<file path="src/rtl/e1_ebit_pkg.sv">
package e1_ebit_pkg;
   typedef enum logic [1:0] {
      SRC_INTERNAL = 2'b00,
      SRC_ZERO     = 2'b01,
      SRC_ONE      = 2'b10,
      SRC_HDLC     = 2'b11
   } ebit_src_e;
endpackage

</file>
<file path="src/rtl/e1_ebit_slot_decode.sv">
module e1_ebit_slot_decode #(
   parameter int MF_LEN      = 16,
   parameter int N_SLOT      = 2,
   parameter int SLOT_FRAME0 = 13,
   parameter int SLOT_STEP   = 2,
   parameter int REQ_LEAD    = 1,
   localparam int FIDX_W     = $clog2(MF_LEN)
) (
   input  logic              frm_start,
   input  logic [FIDX_W-1:0] frm_idx,
   output logic              mf_start,
   output logic [N_SLOT-1:0] slot_hit,
   output logic [N_SLOT-1:0] req_hit
);
   if (SLOT_FRAME0 + (N_SLOT - 1) * SLOT_STEP >= MF_LEN) begin : g_bad_slot
      $error("last E-bit slot lies outside the multiframe");
   end
   if (REQ_LEAD < 1 || REQ_LEAD >= SLOT_STEP || REQ_LEAD > SLOT_FRAME0) begin : g_bad_lead
      $error("request lead must be at least one frame and shorter than the slot spacing");
   end

   assign mf_start = frm_start && (frm_idx == '0);

   for (genvar k = 0; k < N_SLOT; k++) begin : g_slot
      localparam int SF = SLOT_FRAME0 + k * SLOT_STEP;
      localparam int RF = SF - REQ_LEAD;
      assign slot_hit[k] = frm_start && (frm_idx == FIDX_W'(SF));
      assign req_hit[k]  = frm_start && (frm_idx == FIDX_W'(RF));
   end
endmodule

</file>
<file path="src/rtl/e1_ebit_err_latch.sv">
module e1_ebit_err_latch #(
   parameter int N_SLOT = 2
) (
   input  logic              clk,
   input  logic              rst_n,
   input  logic [N_SLOT-1:0] err_in,
   input  logic [N_SLOT-1:0] slot_hit,
   output logic [N_SLOT-1:0] err_now
);
   logic [N_SLOT-1:0] pend_q;

   for (genvar k = 0; k < N_SLOT; k++) begin : g_pend
      always_ff @(posedge clk) begin
         if (!rst_n)           pend_q[k] <= 1'b0;
         else if (slot_hit[k]) pend_q[k] <= 1'b0;
         else if (err_in[k])   pend_q[k] <= 1'b1;
      end
      assign err_now[k] = pend_q[k] | err_in[k];

      // an indication never survives its own slot
      assert_err_cleared_R4: assert property (@(posedge clk) disable iff (!rst_n)
         slot_hit[k] |=> !pend_q[k]);
      // a strobe away from the slot stays pending
      assert_err_held_R3: assert property (@(posedge clk) disable iff (!rst_n)
         (err_in[k] && !slot_hit[k]) |=> pend_q[k]);
   end
endmodule

</file>
<file path="src/rtl/e1_ebit_hdlc_fetch.sv">
module e1_ebit_hdlc_fetch #(
   parameter int   N_SLOT    = 2,
   parameter logic IDLE_FILL = 1'b1
) (
   input  logic              clk,
   input  logic              rst_n,
   input  logic              enable,
   input  logic [N_SLOT-1:0] req_hit,
   input  logic [N_SLOT-1:0] slot_hit,
   input  logic              bit_vld,
   input  logic              bit_in,
   output logic              req,
   output logic              bit_now
);
   logic waiting_q, have_q, bit_q;

   always_ff @(posedge clk) begin
      if (!rst_n) begin
         req       <= 1'b0;
         waiting_q <= 1'b0;
         have_q    <= 1'b0;
         bit_q     <= 1'b0;
      end else begin
         req <= enable && (|req_hit);
         if (|slot_hit) begin
            waiting_q <= 1'b0;
            have_q    <= 1'b0;
         end else if (enable && (|req_hit)) begin
            waiting_q <= 1'b1;
            have_q    <= 1'b0;
         end else if (waiting_q && !have_q && bit_vld) begin
            have_q <= 1'b1;
            bit_q  <= bit_in;
         end
      end
   end

   always_comb begin
      if (have_q)                    bit_now = bit_q;
      else if (waiting_q && bit_vld) bit_now = bit_in;
      else                           bit_now = IDLE_FILL;
   end

   // request is a single-cycle pulse
   assert_req_pulse_R7: assert property (@(posedge clk) disable iff (!rst_n)
      req |=> !req);
   // a captured bit is held until the slot
   assert_bit_held_R8: assert property (@(posedge clk) disable iff (!rst_n)
      (have_q && !(|slot_hit)) |=> (have_q && $stable(bit_q)));
endmodule

</file>
<file path="src/rtl/e1_ebit_sel.sv">
module e1_ebit_sel
   import e1_ebit_pkg::*;
#(
   parameter int   MF_LEN      = 16,
   parameter int   SLOT_FRAME0 = 13,
   parameter int   SLOT_STEP   = 2,
   parameter int   REQ_LEAD    = 1,
   parameter logic IDLE_FILL   = 1'b1,
   localparam int  N_SLOT      = 2,
   localparam int  FIDX_W      = $clog2(MF_LEN)
) (
   input  logic              clk,
   input  logic              rst_n,
   input  logic [1:0]        src_sel,
   input  logic              frm_start,
   input  logic [FIDX_W-1:0] frm_idx,
   input  logic [N_SLOT-1:0] crc_err,
   output logic              hdlc_req,
   input  logic              hdlc_bit_vld,
   input  logic              hdlc_bit,
   output logic              ebit_vld,
   output logic              ebit_val
);
   logic              mf_start;
   logic [N_SLOT-1:0] slot_hit, req_hit, err_now;
   logic              hdlc_now, err_sel, val_d;
   ebit_src_e         active_q;

   e1_ebit_slot_decode #(
      .MF_LEN(MF_LEN), .N_SLOT(N_SLOT), .SLOT_FRAME0(SLOT_FRAME0),
      .SLOT_STEP(SLOT_STEP), .REQ_LEAD(REQ_LEAD)
   ) u_decode (
      .frm_start(frm_start), .frm_idx(frm_idx),
      .mf_start(mf_start), .slot_hit(slot_hit), .req_hit(req_hit)
   );

   e1_ebit_err_latch #(.N_SLOT(N_SLOT)) u_err (
      .clk(clk), .rst_n(rst_n), .err_in(crc_err),
      .slot_hit(slot_hit), .err_now(err_now)
   );

   e1_ebit_hdlc_fetch #(.N_SLOT(N_SLOT), .IDLE_FILL(IDLE_FILL)) u_hdlc (
      .clk(clk), .rst_n(rst_n), .enable(active_q == SRC_HDLC),
      .req_hit(req_hit), .slot_hit(slot_hit),
      .bit_vld(hdlc_bit_vld), .bit_in(hdlc_bit),
      .req(hdlc_req), .bit_now(hdlc_now)
   );

   always_ff @(posedge clk) begin
      if (!rst_n)        active_q <= SRC_INTERNAL;
      else if (mf_start) active_q <= ebit_src_e'(src_sel);
   end

   assign err_sel = |(slot_hit & err_now);

   always_comb begin
      unique case (active_q)
         SRC_INTERNAL: val_d = !err_sel;
         SRC_ZERO:     val_d = 1'b0;
         SRC_ONE:      val_d = 1'b1;
         SRC_HDLC:     val_d = hdlc_now;
         default:      val_d = 1'b1;
      endcase
   end

   always_ff @(posedge clk) begin
      if (!rst_n) begin
         ebit_vld <= 1'b0;
         ebit_val <= 1'b1;
      end else begin
         ebit_vld <= |slot_hit;
         if (|slot_hit) ebit_val <= val_d;
      end
   end

   // valid only right after a frame start
   assert_vld_after_start_R2: assert property (@(posedge clk) disable iff (!rst_n)
      ebit_vld |-> $past(frm_start));
   assert_vld_pulse_R2: assert property (@(posedge clk) disable iff (!rst_n)
      ebit_vld |=> !ebit_vld);
   // forced sources
   assert_force_zero_R5: assert property (@(posedge clk) disable iff (!rst_n)
      (ebit_vld && active_q == SRC_ZERO) |-> !ebit_val);
   assert_force_one_R6: assert property (@(posedge clk) disable iff (!rst_n)
      (ebit_vld && active_q == SRC_ONE) |-> ebit_val);
   // no request outside the data-link source
   assert_req_mode_R7: assert property (@(posedge clk) disable iff (!rst_n)
      hdlc_req |-> (active_q == SRC_HDLC));
   // source changes only at the multiframe boundary
   assert_sel_hold_R10: assert property (@(posedge clk) disable iff (!rst_n)
      !mf_start |=> $stable(active_q));
endmodule

</file>
<file path="config.mk">
export PLATFORM = sky130hd
export DESIGN_NAME = e1_ebit_sel
export DESIGN_NICKNAME = d
export VERILOG_FILES = /design/src/rtl/e1_ebit_pkg.sv /design/src/rtl/e1_ebit_slot_decode.sv /design/src/rtl/e1_ebit_err_latch.sv /design/src/rtl/e1_ebit_hdlc_fetch.sv /design/src/rtl/e1_ebit_sel.sv
export SDC_FILE = /design/constraint.sdc
export NUM_CORES = 1
export LEC_CHECK = 0
export ABC_AREA = 1
export BUFFER_PORTS_ARGS = -buffer_cell sky130_fd_sc_hd__buf_2
export CAP_MARGIN = 20
export CORE_AREA = 10 10 47 49
export CTS_CLUSTER_DIAMETER = 60
export DETAILED_ROUTE_END_ITERATION = 8
export DIE_AREA = 0 0 57 59
export GPL_TIMING_DRIVEN = 0
export SYNTH_ARGS = -nofsm -noshare
export SYNTH_HDL_FRONTEND = slang
export SYNTH_SLANG_ARGS = --single-unit
</file>
<file path="constraint.sdc">
create_clock -name clk -period 2.2 [get_ports clk]
set_input_delay 0.44 -clock clk [delete_from_list [all_inputs] [get_ports clk]]
set_output_delay 0.44 -clock clk [all_outputs]
set_load 0.05 [all_outputs]
</file>
# --- Word-level counts from Yosys, hierarchy flattened ---
# Index checks and enable logic that the tools add are counted.
totals:
  ff_bits: 10
  inputBits: 13
  output_inout_bits: 3
  word_cells: 46
op_classes:
  n_eq_ne: 7
  n_mux: 3
  bitwise_logic: 6
  n_reduce_logical: 21
op_table:
  columns: ["op", "count"]
  rows:
  - ["4-bit equality test, second input constant", 4]
  - ["2-bit OR reduction", 5]
  - ["1-bit logical AND", 9]
  - ["2-bit equality test, second input constant", 2]
  - ["4-bit logical NOT", 1]
  - ["1-bit case mux with 4 select lines", 1]
  - ["4-bit OR reduction", 1]
  - ["1-bit inverter", 3]
  - ["3-bit AND reduction", 1]
  - ["3-bit OR reduction", 1]
  - ["2-bit AND", 1]
  - ["2-bit by 1-bit equality test with 1-bit output, second input constant", 1]
  - ["1-bit logical NOT", 2]
  - ["2-bit logical NOT", 1]
  - ["1-bit two-way mux", 2]
  - ["1-bit bitwise OR", 2]

# --- Longest topological paths before layout ---
logic_depth:
  ltp_word: 6
  depth_mapped: 7
  depth_no_buf: 7

# --- Modules after synthesis ---
# Synthesis repeated with hierarchy kept, for this count alone.
hier_totals:
  cells_unflattened: 79
  hier_area_um2: 509.2
by_module_without_submodules:
  columns: ["mod", "instances", "cells_per_inst", "area_each_um2", "seq_area_each_um2"]
  rows:
  - ["e1_ebit_hdlc_fetch", 1, 26, 188.9, 80.1]
  - ["e1_ebit_sel", 1, 27, 180.2, 80.1]
  - ["e1_ebit_err_latch", 1, 12, 82.6, 40.0]
  - ["e1_ebit_slot_decode", 1, 14, 57.6, 0.0]

# --- Least setup slack after synthesis ---
# No wires, ideal clock.
synth_timing:
  path_kind: "input-to-reg"
  from: "in frm_idx[1]"
  to: "reg active_q[0]"
  setup_ns: 0.119
  arrival_ns: 0.932
  path_slack_ns: 1.149
  cell_stages: 4
  path_buffers: 0
  path_cell_list: "nor3_1 > nand2_1 > o21ai_0 > a21oi_1"
synth_between:
  elab_chain_cells: 2
synth_rtl:
  columns: ["item", "line_no", "text"]
  rows:
  - ["start, declared", "e1_ebit_sel.sv:16", "input logic [FIDX_W-1:0] frm_idx,"]
  - ["4-bit logical NOT", "e1_ebit_slot_decode.sv:22", "assign mf_start = frm_start && (frm_idx == '0);"]
  - ["1-bit logical AND", "e1_ebit_slot_decode.sv:22", null]
  - ["end signal, assigned", "e1_ebit_sel.sv:51", "else if (mf_start) active_q <= ebit_src_e'(src_sel);"]
  - ["end, declared", "e1_ebit_sel.sv:27", "ebit_src_e active_q;"]
# No other way between the ends.
# A chain may end at the register's enable or synchronous reset.

# --- Worst setup path after layout ---
layout_timing:
  from: "reg ebit_val"
  to: "out ebit_val"
layout_rtl:
  columns: ["item", "line_no", "text"]
  rows:
  - ["start, declared", "e1_ebit_sel.sv:22", "output logic ebit_val"]
  - ["start signal, assigned", "e1_ebit_sel.sv:72", "if (|slot_hit) ebit_val <= val_d;"]
# No word-level cell between the ends.

==> flow_summary.yaml <==
yosys:
  synth-seq-area-share_pct: 42.7
  synth_commonest_cells: "nand2_1, nor2_1, dfxtp_1"
  synth_area_sq_um: 469
  synthArstFlopShare_pct: 0
  yosys_warnings: 0
  synthCells: 67
  ys_types: 14
  yosysMostFrequentCell: "nand2_1"
  netlist.area_leader.share_pct: 42.7
  syn_area_per_cell_sq_um: 7.00
  syn-num-nets: 80
  synth_ff_type: "dfxtp_1"
  synth_top_area_cell: "dfxtp_1"
  synthTopCellsByArea: "dfxtp_1, nand2_1, nor2_1"
  synth-edff-count: 0
  synth_seq_cells: 10
critical_path:
  cpMaxStageDelayCell: "dfxtp_1"
  cp-start-kind: "flip-flop"
  endpoint_kind: "output pin"
  crit_fanout: 2
  critical_path_buf_inv_count: 1
  required_ns: 1.76
  crit_type: "reg -> out"
  cp_slowest_stage_delay_ns: 0.33
  arrival_ns: 0.85
  crit_chain: "buf_2"
  crit_family: "flip-flops"
sta:
  max_freq_mhz: 775
  finalCritPeriodShare_pct: 58.6
  rsz0062_at_grt: "no"
  max_slew_margin_pct: 83.3
  clock_skew_ns: 0.00787
  tightest_slew_ns: 0.252
  period_needed_ns: 1.29
  drv_slew: 0
  finalHoldViolCount: 0
  setup_tns_ns: 0
  finalSetupViolCount: 0
drt:
  wl_met1_um: 469
  drtAntennaViolNets: 0
  wl_met2_um: 477
  met3_length_um: 77
  avgRoutedWirePerCell_um: 10.2
  top_layer: "met4"
  routed_wl_um: 1040
  vias: 453
  avgViaCountPerCell: 4.49
  dr.first_iter.drc_count: 5
  dr.pass1.iters: 4
  drc: 0
power_and_ir_drop:
  p_int_uw: 263
  p_leak_nw: 0.271
  p_seq_share_pct: 53.9
  clockPowerShare_pct: 35.0
  p_switching_uw: 82.0
  swShare_pct: 23.8
  peakVddDrop_v: 0.000309
  cellPowerDensity_nw_per_um2: 587
  p_comb_share_pct: 11.1
worst_hold_path:
  hp-class: "in -> reg"
global_route:
  grt_overflow: 0
  grt_use_total_pct: 6.64
  antenna_found_initial: 0
  grt_pass1_vias: 409
  grt_max_degree: 7
  grt_pass1_wl_um: 1730
outcome:
  status: "finished, final reports clean"
floorplanning:
  die_w_um: 57
  core_sq_um: 1400
  ioPinCount: 16
  die_h_um: 59
  rows: 14
  initial_utilization_pct: 33.5
  die-area_sq_um: 3360
place:
  dpl.hpwl_um: 859
  gp_congestion: 0.799
  dp_cells: 98
  io_buffers: 15
clocking:
  post_cts_buffers: 0
  cts_buffers: 3
  htreeDepth: 1
  cts_tree: "done"
  ctsResizeCount: 0
  cts-root-buf: "clkbuf_4"
  clock-sinks: 10
  clockBufferDepth: 2
  hold_buffers: 0
  clk_latency_ns: 0.26
  clk_pin_slew_ns: 0.06
layout:
  layout-drive-gt1-share_pct: 30.6
  nets: 100
  antenna_cells: 0
  nFillCells: 162
  final_cell_count_no_fill: 101
  syn2layout_area_growth_pct: 25.1
run:
  drv_cap: 0
## power by group through the flow
| stage | clock, mW | sequential [mW] | combinational (mW) |
|---|---|---|---|
| floorplan | 0 | 0.191 | 0.0183 |
| global placement | 0 | 0.190 | 0.0379 |
| detailed placement | 0 | 0.190 | 0.0385 |
| CTS | 0.125 | 0.186 | 0.0387 |
| global route | 0.140 | 0.186 | 0.0432 |
| finish | 0.120 | 0.186 | 0.0383 |
## layout make-up
| class | instances | area, sq um | area share [%] |
|---|---|---|---|
| clock buffers | 3 | 22.5 | 3.84 |
| repair buffers | 15 | 75.1 | 12.8 |
| inverters | 10 | 37.5 | 6.40 |
| flip-flops and latches | 10 | 200 | 34.1 |
| multi-input cells | 47 | 231 | 39.4 |
| well taps | 16 | 20.0 | 3.41 |
## routing by layer
metal / up-vias / global-route usage, %
li1: 248 / -
met4: 0 / 3.02
met1: 191 / 6.49
met5: - / 0
met3: 2 / 4.94
met2: 12 / 10.4
## worst paths after layout
path                            depth (start not counted)                to  slack, ns             start
worst max-delay path                                    1          ebit_val       0.91          ebit_val
worst min register to register                          2  u_hdlc.waiting_q       0.45  u_hdlc.waiting_q
worst max register to register                          5      u_hdlc.bit_q       1.21       active_q[1]
worst min-delay path                                    3   u_err.pend_q[1]       0.41        crc_err[1]
## cells by family (layout without fill, tap and decap cells)
logic type	after synthesis	in the layout	share of synthesized area, %
and+or+nand+nor	38	38	39.2
AOI/OAI and AO/OA	9	9	10.1
buffers and inverters	10	28	8.00
DFF	10	10	42.7
## metrics by stage
step / total power [mW] / hold WS (ns) / worst slack, ns / cell area, sq um / utilization [%]
floorplan: 0.210 / 0.429 / 1.15 / 469 / -
global placement: 0.228 / 0.441 / 0.957 / 564 / 40.3
detailed placement: 0.228 / 0.445 / 0.949 / 564 / 40.3
CTS: 0.350 / 0.405 / 0.896 / 587 / 41.9
global route: 0.369 / 0.412 / 0.854 / 587 / 41.9
finish: 0.345 / 0.405 / 0.910 / 587 / 41.9
## cell usage in the layout (no fill, tap or decap)
cell,Yosys,final
a21oi_1,5,5
inv_2,2,2
o21ai_0,3,3
nor2_4,2,2
nand2_2,2,2
dfxtp_1,10,10
nor2_1,11,11
nand4_2,1,1
nor3_1,2,2
o21a_1,1,1
clkbuf_4,0,3
buf_2,0,15
inv_1,8,8
nand3_1,6,6
nor2_2,1,1
nand2_1,13,13
## flip-flops by register name (all words and copies together) (netlist names)
name,flops
active_q,2
ebit_val,1
ebit_vld,1
u_err.pend_q,2
u_hdlc.bit_q,1
u_hdlc.have_q,1
u_hdlc.req,1
u_hdlc.waiting_q,1
Note: power is estimated with default switching activity, not from simulation.
